==> src/rtl/pwm_fader_pkg.sv <==
`timescale 1ns/1ps
package pwm_fader_pkg;
    localparam int DUTY_W = 7;
    localparam int IDX_W  = 8;
    localparam int WORD_W = 16;
    localparam int STEPS  = 176;
    localparam int LAST   = STEPS - 1;
    localparam int CNT_TOP = (1 << DUTY_W) - 2;

    typedef enum logic [1:0] {PH_IDLE, PH_WAIT, PH_RAMP} phase_e;

    // Quadratic brightness curve, monotonic, 0 at index 0 and 127 at LAST
    function automatic logic [DUTY_W-1:0] curve(input logic [IDX_W-1:0] i);
        logic [31:0] p;
        p = (32'(i) * 32'(i) * 32'd127) / 32'(LAST * LAST);
        return p[DUTY_W-1:0];
    endfunction
endpackage

==> src/rtl/pwm_fader_regs.sv <==
`timescale 1ns/1ps
module pwm_fader_regs
    import pwm_fader_pkg::*;
#(
    parameter int AW = 8
) (
    input  logic              clk,
    input  logic              rst_n,
    input  logic              wr_en,
    input  logic [AW-1:0]     addr,
    input  logic [WORD_W-1:0] wdata,
    output logic [WORD_W-1:0] rdata,
    output logic              run,
    output logic [DUTY_W-1:0] pmin,
    output logic [DUTY_W-1:0] pmax,
    output logic [4:0]        fcode,
    output logic [WORD_W-1:0] rate_up,
    output logic [WORD_W-1:0] rate_dn,
    output logic [WORD_W-1:0] dly0,
    output logic [WORD_W-1:0] dlyc
);
    localparam int NWORDS = 7;
    localparam int OFF_W  = $clog2(NWORDS);
    localparam logic [AW-1:0] BASE   = AW'(8'h20);
    localparam logic [AW-1:0] A_CTRL = AW'(8'h27);
    localparam logic [AW-1:0] A_SEL  = AW'(8'h2B);
    localparam logic [AW-1:0] A_DATA = AW'(8'h2C);

    typedef struct packed {
        logic [AW-1:0]                  sel;
        logic [1:0]                     ctrl;
        logic [NWORDS-1:0][WORD_W-1:0]  words;
    } regs_t;

    regs_t s_d, s_q;
    logic              hit;
    logic [AW-1:0]     rel;
    logic [OFF_W-1:0]  off;

    always_comb begin
        rel = s_q.sel - BASE;
        off = rel[OFF_W-1:0];
        hit = (s_q.sel >= BASE) && (rel < AW'(NWORDS));
        s_d = s_q;
        if (wr_en) begin
            case (addr)
                A_SEL:  s_d.sel = wdata[AW-1:0];
                A_DATA: if (hit) s_d.words[off] = wdata;
                A_CTRL: s_d.ctrl = wdata[1:0];
                default: ;
            endcase
        end
        case (addr)
            A_SEL:   rdata = WORD_W'(s_q.sel);
            A_DATA:  rdata = hit ? s_q.words[off] : '0;
            A_CTRL:  rdata = WORD_W'(s_q.ctrl);
            default: rdata = '0;
        endcase
    end

    always_ff @(posedge clk or negedge rst_n) begin
        if (!rst_n) begin
            s_q      <= '0;
            s_q.ctrl <= 2'b11;
        end else begin
            s_q <= s_d;
        end
    end

    assign run     = &s_q.ctrl;
    assign pmin    = s_q.words[0][DUTY_W-1:0];
    assign pmax    = s_q.words[1][DUTY_W-1:0];
    assign fcode   = s_q.words[2][11:7];
    assign rate_up = s_q.words[3];
    assign dly0    = s_q.words[4];
    assign dlyc    = s_q.words[5];
    assign rate_dn = s_q.words[6];
endmodule

==> src/rtl/pwm_fader_chan.sv <==
`timescale 1ns/1ps
module pwm_fader_chan
    import pwm_fader_pkg::*;
#(
    parameter int CNT_W         = 48,
    parameter int STEP_PRESCALE = 16
) (
    input  logic              clk,
    input  logic              rst_n,
    input  logic              run,
    input  logic              rise,
    input  logic              fall,
    input  logic [CNT_W-1:0]  delay,
    input  logic [WORD_W-1:0] rate_up,
    input  logic [WORD_W-1:0] rate_dn,
    input  logic [DUTY_W-1:0] pmax,
    input  logic [DUTY_W-1:0] pmin,
    output logic [IDX_W-1:0]  idx
);
    typedef struct packed {
        phase_e            ph;
        logic              up;
        logic [CNT_W-1:0]  cnt;
        logic [IDX_W-1:0]  idx;
    } chan_t;

    chan_t s_d, s_q;
    logic [WORD_W-1:0] rate;
    logic [CNT_W-1:0]  step_len;
    logic [DUTY_W-1:0] cur;
    logic              at_goal;

    always_comb begin
        rate     = s_q.up ? rate_up : rate_dn;
        step_len = CNT_W'((rate == '0) ? WORD_W'(1) : rate) * CNT_W'(STEP_PRESCALE);
        cur      = curve(s_q.idx);
        at_goal  = s_q.up ? ((s_q.idx == IDX_W'(LAST)) || (cur >= pmax))
                          : ((s_q.idx == '0) || (cur <= pmin));
        s_d = s_q;
        if (!run) begin
            s_d.ph = PH_IDLE;
        end else if (rise || fall) begin
            s_d.ph  = PH_WAIT;
            s_d.up  = rise;
            s_d.cnt = delay;
        end else begin
            case (s_q.ph)
                PH_WAIT: begin
                    if (s_q.cnt == '0) begin
                        s_d.ph  = PH_RAMP;
                        s_d.cnt = step_len;
                    end else begin
                        s_d.cnt = s_q.cnt - 1'b1;
                    end
                end
                PH_RAMP: begin
                    if (at_goal) begin
                        s_d.ph = PH_IDLE;
                    end else if (s_q.cnt <= CNT_W'(1)) begin
                        s_d.idx = s_q.up ? s_q.idx + 1'b1 : s_q.idx - 1'b1;
                        s_d.cnt = step_len;
                    end else begin
                        s_d.cnt = s_q.cnt - 1'b1;
                    end
                end
                default: ;
            endcase
        end
    end

    always_ff @(posedge clk or negedge rst_n) begin
        if (!rst_n) begin
            s_q    <= '0;
            s_q.ph <= PH_IDLE;
        end else begin
            s_q <= s_d;
        end
    end

    assign idx = s_q.idx;
endmodule

==> src/rtl/pwm_fader_pwm.sv <==
`timescale 1ns/1ps
module pwm_fader_pwm
    import pwm_fader_pkg::*;
#(
    parameter int NCH          = 2,
    parameter int PWM_PRESCALE = 64,
    parameter int DIV_W        = 24
) (
    input  logic                         clk,
    input  logic                         rst_n,
    input  logic [4:0]                   fcode,
    input  logic [NCH-1:0][IDX_W-1:0]    idx,
    output logic [NCH-1:0]               pwm,
    output logic [DUTY_W-1:0]            cnt,
    output logic [NCH-1:0][DUTY_W-1:0]   duty
);
    typedef struct packed {
        logic [DIV_W-1:0]               div;
        logic [DUTY_W-1:0]              cnt;
        logic [NCH-1:0][DUTY_W-1:0]     duty;
    } pwm_t;

    pwm_t s_d, s_q;
    logic [DIV_W-1:0] reload;

    always_comb begin
        reload = DIV_W'(6'd32 - {1'b0, fcode}) * DIV_W'(PWM_PRESCALE) - 1'b1;
        s_d = s_q;
        if (s_q.div == '0) begin
            s_d.div = reload;
            if (s_q.cnt == DUTY_W'(CNT_TOP)) begin
                s_d.cnt = '0;
                for (int k = 0; k < NCH; k++) s_d.duty[k] = curve(idx[k]);
            end else begin
                s_d.cnt = s_q.cnt + 1'b1;
            end
        end else begin
            s_d.div = s_q.div - 1'b1;
        end
    end

    always_ff @(posedge clk or negedge rst_n) begin
        if (!rst_n) s_q <= '0;
        else        s_q <= s_d;
    end

    for (genvar k = 0; k < NCH; k++) begin : g_out
        assign pwm[k] = (s_q.cnt < s_q.duty[k]);
    end

    assign cnt  = s_q.cnt;
    assign duty = s_q.duty;
endmodule

==> src/rtl/pwm_fader.sv <==
`timescale 1ns/1ps
module pwm_fader
    import pwm_fader_pkg::*;
#(
    parameter int NCH            = 2,
    parameter int STEP_PRESCALE  = 16,
    parameter int DELAY_PRESCALE = 2366 * STEP_PRESCALE,
    parameter int PWM_PRESCALE   = 64,
    parameter int CNT_W          = 48
) (
    input  logic               clk,
    input  logic               rst_n,
    input  logic               trig,
    input  logic               reg_wr,
    input  logic [7:0]         reg_addr,
    input  logic [15:0]        reg_wdata,
    output logic [15:0]        reg_rdata,
    output logic [NCH-1:0]     pwm_out
);
    localparam int DIV_W = 6 + $clog2(PWM_PRESCALE + 1);

    typedef struct packed {
        logic trig;
    } top_t;

    top_t t_d, t_q;
    logic rise, fall, run;
    logic [DUTY_W-1:0] pmin, pmax, pwm_cnt;
    logic [4:0]        fcode;
    logic [WORD_W-1:0] rate_up, rate_dn, dly0, dlyc;
    logic [NCH-1:0][IDX_W-1:0]  idx;
    logic [NCH-1:0][DUTY_W-1:0] duty;
    logic [NCH-1:0][CNT_W-1:0]  dly;

    always_comb begin
        t_d.trig = trig;
        rise = trig & ~t_q.trig;
        fall = ~trig & t_q.trig;
    end

    always_ff @(posedge clk or negedge rst_n) begin
        if (!rst_n) t_q <= '0;
        else        t_q <= t_d;
    end

    pwm_fader_regs #(.AW(8)) u_regs (
        .clk(clk), .rst_n(rst_n), .wr_en(reg_wr), .addr(reg_addr),
        .wdata(reg_wdata), .rdata(reg_rdata), .run(run), .pmin(pmin),
        .pmax(pmax), .fcode(fcode), .rate_up(rate_up), .rate_dn(rate_dn),
        .dly0(dly0), .dlyc(dlyc)
    );

    for (genvar k = 0; k < NCH; k++) begin : g_ch
        assign dly[k] = (CNT_W'(dly0) + CNT_W'(k) * CNT_W'(dlyc)) * CNT_W'(DELAY_PRESCALE);

        pwm_fader_chan #(.CNT_W(CNT_W), .STEP_PRESCALE(STEP_PRESCALE)) u_chan (
            .clk(clk), .rst_n(rst_n), .run(run), .rise(rise), .fall(fall),
            .delay(dly[k]), .rate_up(rate_up), .rate_dn(rate_dn),
            .pmax(pmax), .pmin(pmin), .idx(idx[k])
        );
    end

    pwm_fader_pwm #(.NCH(NCH), .PWM_PRESCALE(PWM_PRESCALE), .DIV_W(DIV_W)) u_pwm (
        .clk(clk), .rst_n(rst_n), .fcode(fcode), .idx(idx),
        .pwm(pwm_out), .cnt(pwm_cnt), .duty(duty)
    );
endmodule

==> config.mk <==
export PLATFORM = sky130hd
export DESIGN_NAME = pwm_fader
export DESIGN_NICKNAME = d
export VERILOG_FILES = /design/src/rtl/pwm_fader_pkg.sv /design/src/rtl/pwm_fader_regs.sv /design/src/rtl/pwm_fader_chan.sv /design/src/rtl/pwm_fader_pwm.sv /design/src/rtl/pwm_fader.sv
export SDC_FILE = /design/constraint.sdc
export NUM_CORES = 2
export LEC_CHECK = 0
export ABC_AREA = 1
export BUFFER_PORTS_ARGS = -buffer_cell sky130_fd_sc_hd__buf_4
export CORE_ASPECT_RATIO = 1.1
export CORE_MARGIN = 2
export CORE_UTILIZATION = 47
export CTS_BUF_LIST = sky130_fd_sc_hd__clkbuf_8
export CTS_CLUSTER_SIZE = 12
export DETAILED_ROUTE_END_ITERATION = 10
export PLACE_DENSITY_LB_ADDON = 0.12
export SYNTH_ARGS = -nofsm -noshare
export SYNTH_HDL_FRONTEND = slang
export SYNTH_SLANG_ARGS = --single-unit
==> constraint.sdc <==
create_clock -name clk -period 26.4 [get_ports clk]
set_input_delay 1.32 -clock clk [delete_from_list [all_inputs] [get_ports clk]]
set_output_delay 1.32 -clock clk [all_outputs]
set_load 0.02 [all_outputs]
; ---- Yosys cells after proc, flatten, opt, wreduce, memory -nomap -nowiden
; Cells that the tools add are included.
[classes]
n_addsub = 12
eq_ne = 18
n_reduce_logical = 27
shift = 0
div_mod_pow = 2
magnitude_cmp = 12
muxes = 37
multipliers = 6
n_bitwise = 7
[op_table]
columns = operator, count
row1 = 2-to-1 mux 48 bit, 6
row2 = case mux 48 bit (2 select lines), 2
row3 = bitwise mux 112 bit, 1
row4 = 2-to-1 mux 56 bit, 2
row5 = "<= comparator 48 x 1 -> 1 bit, second input constant", 2
row6 = zero test 48 bit, 2
row7 = "subtractor 48 x 1 -> 48 bit, second input constant", 2
row8 = 2-to-1 mux 16 bit, 5
row9 = "divider 23 x 15 -> 32 bit, second input constant", 2
row10 = binary-select mux 16 bit (select 3 bit), 1
row11 = demux 16 bit (select 3 bit), 1
row12 = case mux 16 bit (3 select lines), 1
row13 = "multiplier 16 x 7 -> 23 bit, second input constant", 2
row14 = multiplier 8 x 8 -> 16 bit, 2
row15 = 2-to-1 mux 8 bit, 4
row16 = "multiplier 17 x 11 -> 28 bit, second input constant", 1
row17 = "multiplier 16 x 11 -> 27 bit, second input constant", 1
row18 = "subtractor 13 x 1 -> 13 bit, second input constant", 2
row19 = "equality test 8 x 6 -> 1 bit, second input constant", 3
row20 = adder 16 x 16 -> 17 bit, 1
row21 = "adder 8 x 1 -> 8 bit, second input constant", 2
row22 = "equality test 8 bit, second input constant", 2
row23 = zero test 16 bit, 1
row24 = zero test 8 bit, 2
row25 = other kinds (33), 71
[totals]
reg_bits = 274
mem_count = 0
output_inout_bits = 18
elab_cells = 142
latchBits = 0
rom_bits = 0
mem_bits_rw = 0
inputBits = 28

; ---- Longest topological paths before layout
[logic_depth]
ltp_word = 10
mapped_depth = 139
mapped_depth_nobuf = 135

; ---- Hierarchy
; From an unflattened synthesis, not the netlist that was laid out.
[hier_totals]
cells_unflattened = 10953
area_unflattened_um2 = 68154.1
[modules_own_cells]
columns = mod, seq_area_each_um2, cells_each, instances, area_each_um2
row1 = pwm_fader_pwm, 850.8, 3933, 1, 22278.9
row2 = pwm_fader_chan at g_ch[1].u_chan, 1476.4, 2400, 1, 14756.7
row3 = pwm_fader_chan at g_ch[0].u_chan, 1476.4, 2397, 1, 14702.9
row4 = pwm_fader, 25.0, 1224, 1, 8966.1
row5 = pwm_fader_regs, 3055.4, 999, 1, 7449.6

; ---- Worst setup path before layout
; Ideal clock, no wire load.
[synth_timing]
kind = register -> register
startpoint = reg g_ch[0].u_chan.s_q, in the netlist g_ch[0].u_chan.idx[0]
endpoint = reg g_ch[0].u_chan.s_q[54] (netlist bit)
period_less_slack_ps = 16758
required_ps = 26268
path_buffers = 9
setup_ps = 132
slack_ps = 9642
stages_incl_launch_ff = 129
t_arrival_ps = 16626
cell_sequence = dfrtp_1 -> clkbuf_1 -> nand2_1 -> inv_1 -> ha_1 -> inv_1 -> o21bai_1 -> fa_1 -> inv_1 -> fa_1 -> fa_1 -> inv_1 -> ha_1 -> nand2_1 -> o21ai_0 -> a31o_2 -> xor2_1 -> inv_1 -> (+93 left out) -> o21ai_0 -> nand2_1 -> a21oi_1 -> o21ai_0 -> nand2_1 -> inv_1 -> nand2_1 -> nand2_1 -> clkinv_1 -> nand4_1 -> inv_1 -> nand2_1 -> inv_1 -> nand3_1 -> or2_2 -> nor3_1 -> xnor2_1 -> nor2_1
[synth_via]
elab_chain_cells = 8
[synth_rtl]
columns = item, line
row1 = from (decl), pwm_fader_chan.sv:27  ; chan_t s_d, s_q;
row2 = multiplier 8 x 8 -> 16 bit (*), pwm_fader_pkg.sv:15  ; p = (32'(i) * 32'(i) * 32'd127) / 32'(LAST * LAST);
row3 = multiplier 16 x 7 -> 23 bit (*), pwm_fader_pkg.sv:15
row4 = divider 23 x 15 -> 32 bit (*), pwm_fader_pkg.sv:15
row5 = via g_ch[0].u_chan.cur[6], pwm_fader_chan.sv:30  ; logic [DUTY_W-1:0] cur;
row6 = <= comparator 7 bit / >= comparator 7 bit (equally long branches), "pwm_fader_chan.sv:38, pwm_fader_chan.sv:37"
row7 = "logical OR 1 bit, on equally long branches", "pwm_fader_chan.sv:38, pwm_fader_chan.sv:37"
row8 = 2-to-1 mux 1 bit (*), pwm_fader_chan.sv:37  ; at_goal = s_q.up ? ((s_q.idx == IDX_W'(LAST)) || (cur >= pmax))
row9 = inequality test 3 bit (no line) (*), -
row10 = AND reduction 4 bit (no line) (*), -
; Mark *: on every way through the listed nets, which the timed path passes. The rest lies on a longest branch.
; A chain may end at the register's enable or synchronous reset.

; ---- Worst setup path in the final report
[layout_timing]
startpoint = reg g_ch[0].u_chan.s_q, in the netlist g_ch[0].u_chan.idx[0]
endpoint = reg g_ch[0].u_chan.s_q[54] (netlist bit)
[layout_via]
elab_chain_cells = 8
[layout_rtl]
columns = item, line
row1 = multiplier 8 x 8 -> 16 bit, pwm_fader_pkg.sv:15
row2 = multiplier 16 x 7 -> 23 bit, pwm_fader_pkg.sv:15
row3 = divider 23 x 15 -> 32 bit, pwm_fader_pkg.sv:15
row4 = <= comparator 7 bit / >= comparator 7 bit (equally long branches), "pwm_fader_chan.sv:38, pwm_fader_chan.sv:37"
row5 = "logical OR 1 bit, on equally long branches", "pwm_fader_chan.sv:38, pwm_fader_chan.sv:37"
row6 = 2-to-1 mux 1 bit (*), pwm_fader_chan.sv:37
row7 = inequality test 3 bit (no line) (*), -
row8 = AND reduction 4 bit (no line) (*), -
; Mark *: on every way between the ends. The rest lies on a longest branch, timed or not.

==> impl_summary.md <==
Synth
Of the post-synthesis cell area, the dominant cell type holds 15.4%. The number of enable flip-flop cells after synthesis is 0. The area fraction in and, or, nand and nor cells after synthesis is between 30 and 40%. Summing the areas of all xor and xnor instances in the mapped netlist gives slightly above 5% of the synthesized area. The cell area after synthesis is 44100 µm². In the synthesized netlist the async set-or-reset flop fraction comes to 100%.

The count of different cell masters after synthesis is 84. The fraction of synthesized area in multiplexers is less than 1%. The number of synthesized register bits is approximately 270. The main combinational cell family by area after synthesis is simple AND/OR/NAND/NOR gates. The average size of a mapped cell is 6.81 µm². Of the total synthesized cell area, the portion taken by full adders, half adders and majority gates is a little under a quarter. The synthesized netlist devotes 11.0% of its cell area to compound gates.

The synthesized netlist cell count is approximately 6500. Of all cell types, the one taking the most synthesized area is sky130_fd_sc_hd__dfrtp_1. By area the synthesized netlist is led by sky130_fd_sc_hd__dfrtp_1 15%, sky130_fd_sc_hd__nand2_1 13%, sky130_fd_sc_hd__ha_1 12%. The number of warnings reported in the yosys synthesis log is 0. After synthesis, flip-flops and latches occupy between 15 and 20% of the total area.

The most used flip-flop cell after synthesis is sky130_fd_sc_hd__dfrtp_1.

Final layout
The signed area change from the synthesized netlist to the final layout is 5.98%. The layout has a little under 10000 filler cells. The non-filler instance count after layout is 7780.

Cells with a size suffix above 1 make up under 10% of the layout. The net count of the finished layout is between 7000 and 8000.

Place
At the end of routability-driven placement, the weighted congestion stood at approximately 0.92. The count of buffers inserted at the top-level ports is 45. The number of placed instances, taps included is 7683. The HPWL after detailed placement is between 90000 and 100000 µm.

Floorplanning
The site row count is ~120. The total area inside the core boundary comes to 92800 µm². The floorplan step set the die width to 296 µm. The initial standard-cell utilization of the core is a little under half. between 40 and 50 I/O pins were placed. The die area is between 90000 and 100000 µm².

The floorplan die height is roughly 330 µm.

Clock network
In this run the number of H-tree levels came out at 2. Buffers inserted during clock tree synthesis total 53. The buffer depth of the longest clock path is 3.

The quantity of gates resized following cts is 0. The TritonCTS sink count is between 200 and 300. TritonCTS built the clock tree. The number of buffers inserted to repair setup after CTS is 0.

After clock tree synthesis, the flow added hold-fix buffers numbering 0. The clock-pin transition on the worst setup and hold timing paths is ~60 ps. The root buffer cell chosen for the clock tree is sky130_fd_sc_hd__clkbuf_8. The insertion delay of the later-clocked pin in the worst-skew pair is 660 ps.

Power and ir drop
The share of total power dissipated in combinational logic is around 69%. The proportion of power drawn by flip-flops and latches is between 10% and 20%. The switching part of the total is 55.0%. For this design the ratio of total power to cell area is 69.1 nW/µm².

Summed over all cells, the static leakage comes to around 27 nW. The part of the total power dissipated in the clock network is approximately 15%. The net switching power figure is 0.00177 W. The peak supply drop is roughly 0.18 mV. The design internal power is 0.00145 W.

Detailed routing
The number of vias per cell is 5.19. Wires add up to about 120000 µm. The first-pass iteration count of the detailed router is 7. After detailed routing, the average wire length per cell comes to 15.5 µm.

The post-route DRC violation count is 0. The remaining antenna violation count is 0. The via count is between 40000 and 50000. In this run, the number of DRC markers left after iteration 0 of detailed routing was approximately 2500.

GRT
The via count of the first global-routing pass is just under 40000. The number of antenna violations at the first check in global routing is 2. The first global-routing pass estimated about 200000 µm of wire. The total overflow reported by the global router is 0. The total global routing track utilization is 25.1%.

The maximum number of pins on one net before global-route repair is between 80 and 90.

Status
The run finished with clean final reports.

Timing
The worst pin sits at a relative slew slack of a little over a fifth. The final number of setup-violating endpoints is 0. The final setup TNS is 0 ps. Static timing analysis puts the maximum clock frequency at 0.0494 GHz. The max-slew violation total from the final report is 0. The slew at the pin closest to its max-slew limit is ~1200 ps. Setup repair after global routing left no endpoint under its margin. The final count of hold timing violations is 0. The minimum clock period after layout is slightly above 20000 ps. Across the routed clock network, the largest skew measured is a little under 40 ps.

Of the available clock period, the critical path in the final layout requires 76.6%.

Worst hold path
The worst hold path begins at u_pwm.s_q[21]$_DFF_PN0_. The path type of the worst min-delay path is reg2reg.

Worst setup path
The worst setup path is launched from a flip-flop. The arrival time reported for the critical path endpoint is slightly above 20000 ps. The start point of the critical path is g_ch[0].u_chan.idx[0]$_DFFE_PN0P_. The largest stage delay on the critical path is approximately 710 ps. The cell with the biggest individual delay on the critical path is sky130_fd_sc_hd__dfrtp_1.

At the worst endpoint, the required time is about 27000 ps. The category of the most critical setup path is reg2reg. In this run the critical register-to-register path is launched from g_ch[0].u_chan.idx[0]$_DFFE_PN0P_. The type of destination of the critical path is a flip-flop. In this run the worst path has a maximum fanout of 27.

Run
Across the run, the number of max-cap violations was 0.
path summary, 6_finish.rpt:
kind	slack, ps	end	cells after the start
setup / recovery	6170	g_ch[0].u_chan.s_q[54]$_DFFE_PN0P_	123
hold reg to reg	450	u_pwm.s_q[21]$_DFF_PN0_	1
min in group asynchronous	670	g_ch[1].u_chan.s_q[37]$_DFFE_PN0P_	1
setup reg to reg	6170	g_ch[0].u_chan.s_q[54]$_DFFE_PN0P_	123
hold / removal	450	u_pwm.s_q[21]$_DFF_PN0_	1
max in group asynchronous	23470	g_ch[1].u_chan.idx[7]$_DFFE_PN0P_	3
critical path, delay by kind of cell, from the launching register on:
family / cells / cell delay, ps
simple gates: 76 / 9650
compound gates: 11 / 2260
fa+ha+maj: 11 / 4210
xor+xnor: 3 / 900
flops: 1 / 710
buf+inv: 22 / 2310
metrics by stage:
step / power, W / setup WS [ps] / hold slack [ps] / area (µm²) / util [%]
after global placement: 0.00272 / 6180 / 428 / 45600 / 49.1
after CTS: 0.00323 / 6090 / 447 / 46700 / 50.4
after floorplan: 0.00238 / 9640 / 409 / 44100 / -
after global routing: 0.00357 / 4170 / 472 / 46800 / 50.4
final: 0.00323 / 6170 / 448 / 46800 / 50.4
after detailed placement: 0.00274 / 6110 / 434 / 45600 / 49.1
cells in the final DEF, fill, tap and decap left out, drive strengths merged, types with 5 or more instances in the layout:
cell / count
and2: 7
clkbuf: 63
o221ai: 11
xor2: 188
or2: 13
a31oi: 20
o211ai: 19
nor4: 28
nand2: 1824
xnor2: 69
o31ai: 9
nor3: 77
o2111ai: 17
o21bai: 25
a22oi: 11
a21boi: 5
a41oi: 9
nand3: 486
fa: 252
ha: 423
nor2: 593
conb: 6
nand4: 66
o22ai: 48
a31o: 5
o21ai: 356
bufinv: 6
buf: 73
o21a: 9
clkinv: 24
dfrtp: 272
nand3b: 23
a21oi: 260
inv: 1196
power groups by stage:
stage / Sequential (W) / Combinational [W] / Clock, W
floorplan: 0.000506 / 0.00187 / 0
global placement: 0.000519 / 0.00220 / 0
detailed placement: 0.000520 / 0.00222 / 0
CTS: 0.000513 / 0.00223 / 0.000496
global route: 0.000521 / 0.00254 / 0.000512
finish: 0.000514 / 0.00223 / 0.000486
flip-flops by register name, indices dropped and copies added, names as in the netlist:
register	cells
u_regs.pmin	7
t_q	1
u_regs.s_q	39
u_regs.pmax	7
u_regs.dly0	16
u_regs.fcode	5
u_regs.dlyc	16
u_pwm.s_q	13
u_regs.rate_up	16
u_regs.rate_dn	16
g_ch.u_chan.s_q	101
g_ch.u_chan.idx	16
u_pwm.duty	14
u_pwm.cnt	7
routing by layer:
layer,track usage (%),vias up,share of wire (%),wire (µm)
li1,-,20633,-,-
met1,32.3,18833,44,53100
met2,44.5,712,49,59500
met3,2.27,165,3.6,4380
met4,7.02,2,2.7,3290
met5,0,-,0.011,13
layout make-up:
cell class | count | area (µm²) | area share, %
flip-flops and latches | 274 | 6860 | 14.7
clock buffers | 63 | 867 | 1.85
well taps | 1249 | 1560 | 3.34
clock inverters | 33 | 317 | 0.677
multi-input cells | 4893 | 32100 | 68.6
diodes | 1 | 2.50 | 0.00535
repair buffers | 73 | 556 | 1.19
inverters | 1194 | 4520 | 9.67
cell families (layout without fill, tap and decap cells):
family | after synthesis | count (layout)
and+or+nand+nor | 3122 | 3122
buffers and inverters | 1311 | 1363
AOI/OAI and AO/OA | 830 | 830
adders and majority gates | 675 | 675
DFF | 274 | 274
xor gates and xnor gates | 257 | 257
muxes | 3 | 3
other | 2 | 7
synth_stat cells (19+ instances only):
| cell type | number |
|---|---|
| sky130_fd_sc_hd__a21oi_1 | 244 |
| sky130_fd_sc_hd__a31oi_1 | 20 |
| sky130_fd_sc_hd__clkbuf_1 | 84 |
| sky130_fd_sc_hd__dfrtp_1 | 272 |
| sky130_fd_sc_hd__fa_1 | 252 |
| sky130_fd_sc_hd__ha_1 | 423 |
| sky130_fd_sc_hd__inv_1 | 1119 |
| sky130_fd_sc_hd__inv_2 | 54 |
| sky130_fd_sc_hd__nand2_1 | 1560 |
| sky130_fd_sc_hd__nand2_2 | 173 |
| sky130_fd_sc_hd__nand2_4 | 84 |
| sky130_fd_sc_hd__nand3_1 | 451 |
| sky130_fd_sc_hd__nand3_2 | 32 |
| sky130_fd_sc_hd__nand3b_1 | 21 |
| sky130_fd_sc_hd__nand4_1 | 64 |
| sky130_fd_sc_hd__nor2_1 | 531 |
| sky130_fd_sc_hd__nor2_2 | 42 |
| sky130_fd_sc_hd__nor3_1 | 75 |
| sky130_fd_sc_hd__nor4_1 | 28 |
| sky130_fd_sc_hd__o211ai_1 | 19 |
| sky130_fd_sc_hd__o21ai_0 | 334 |
| sky130_fd_sc_hd__o21bai_1 | 25 |
| sky130_fd_sc_hd__o22ai_1 | 47 |
| sky130_fd_sc_hd__xnor2_1 | 69 |
| sky130_fd_sc_hd__xor2_1 | 186 |
Power figures use the tool's default switching activity.
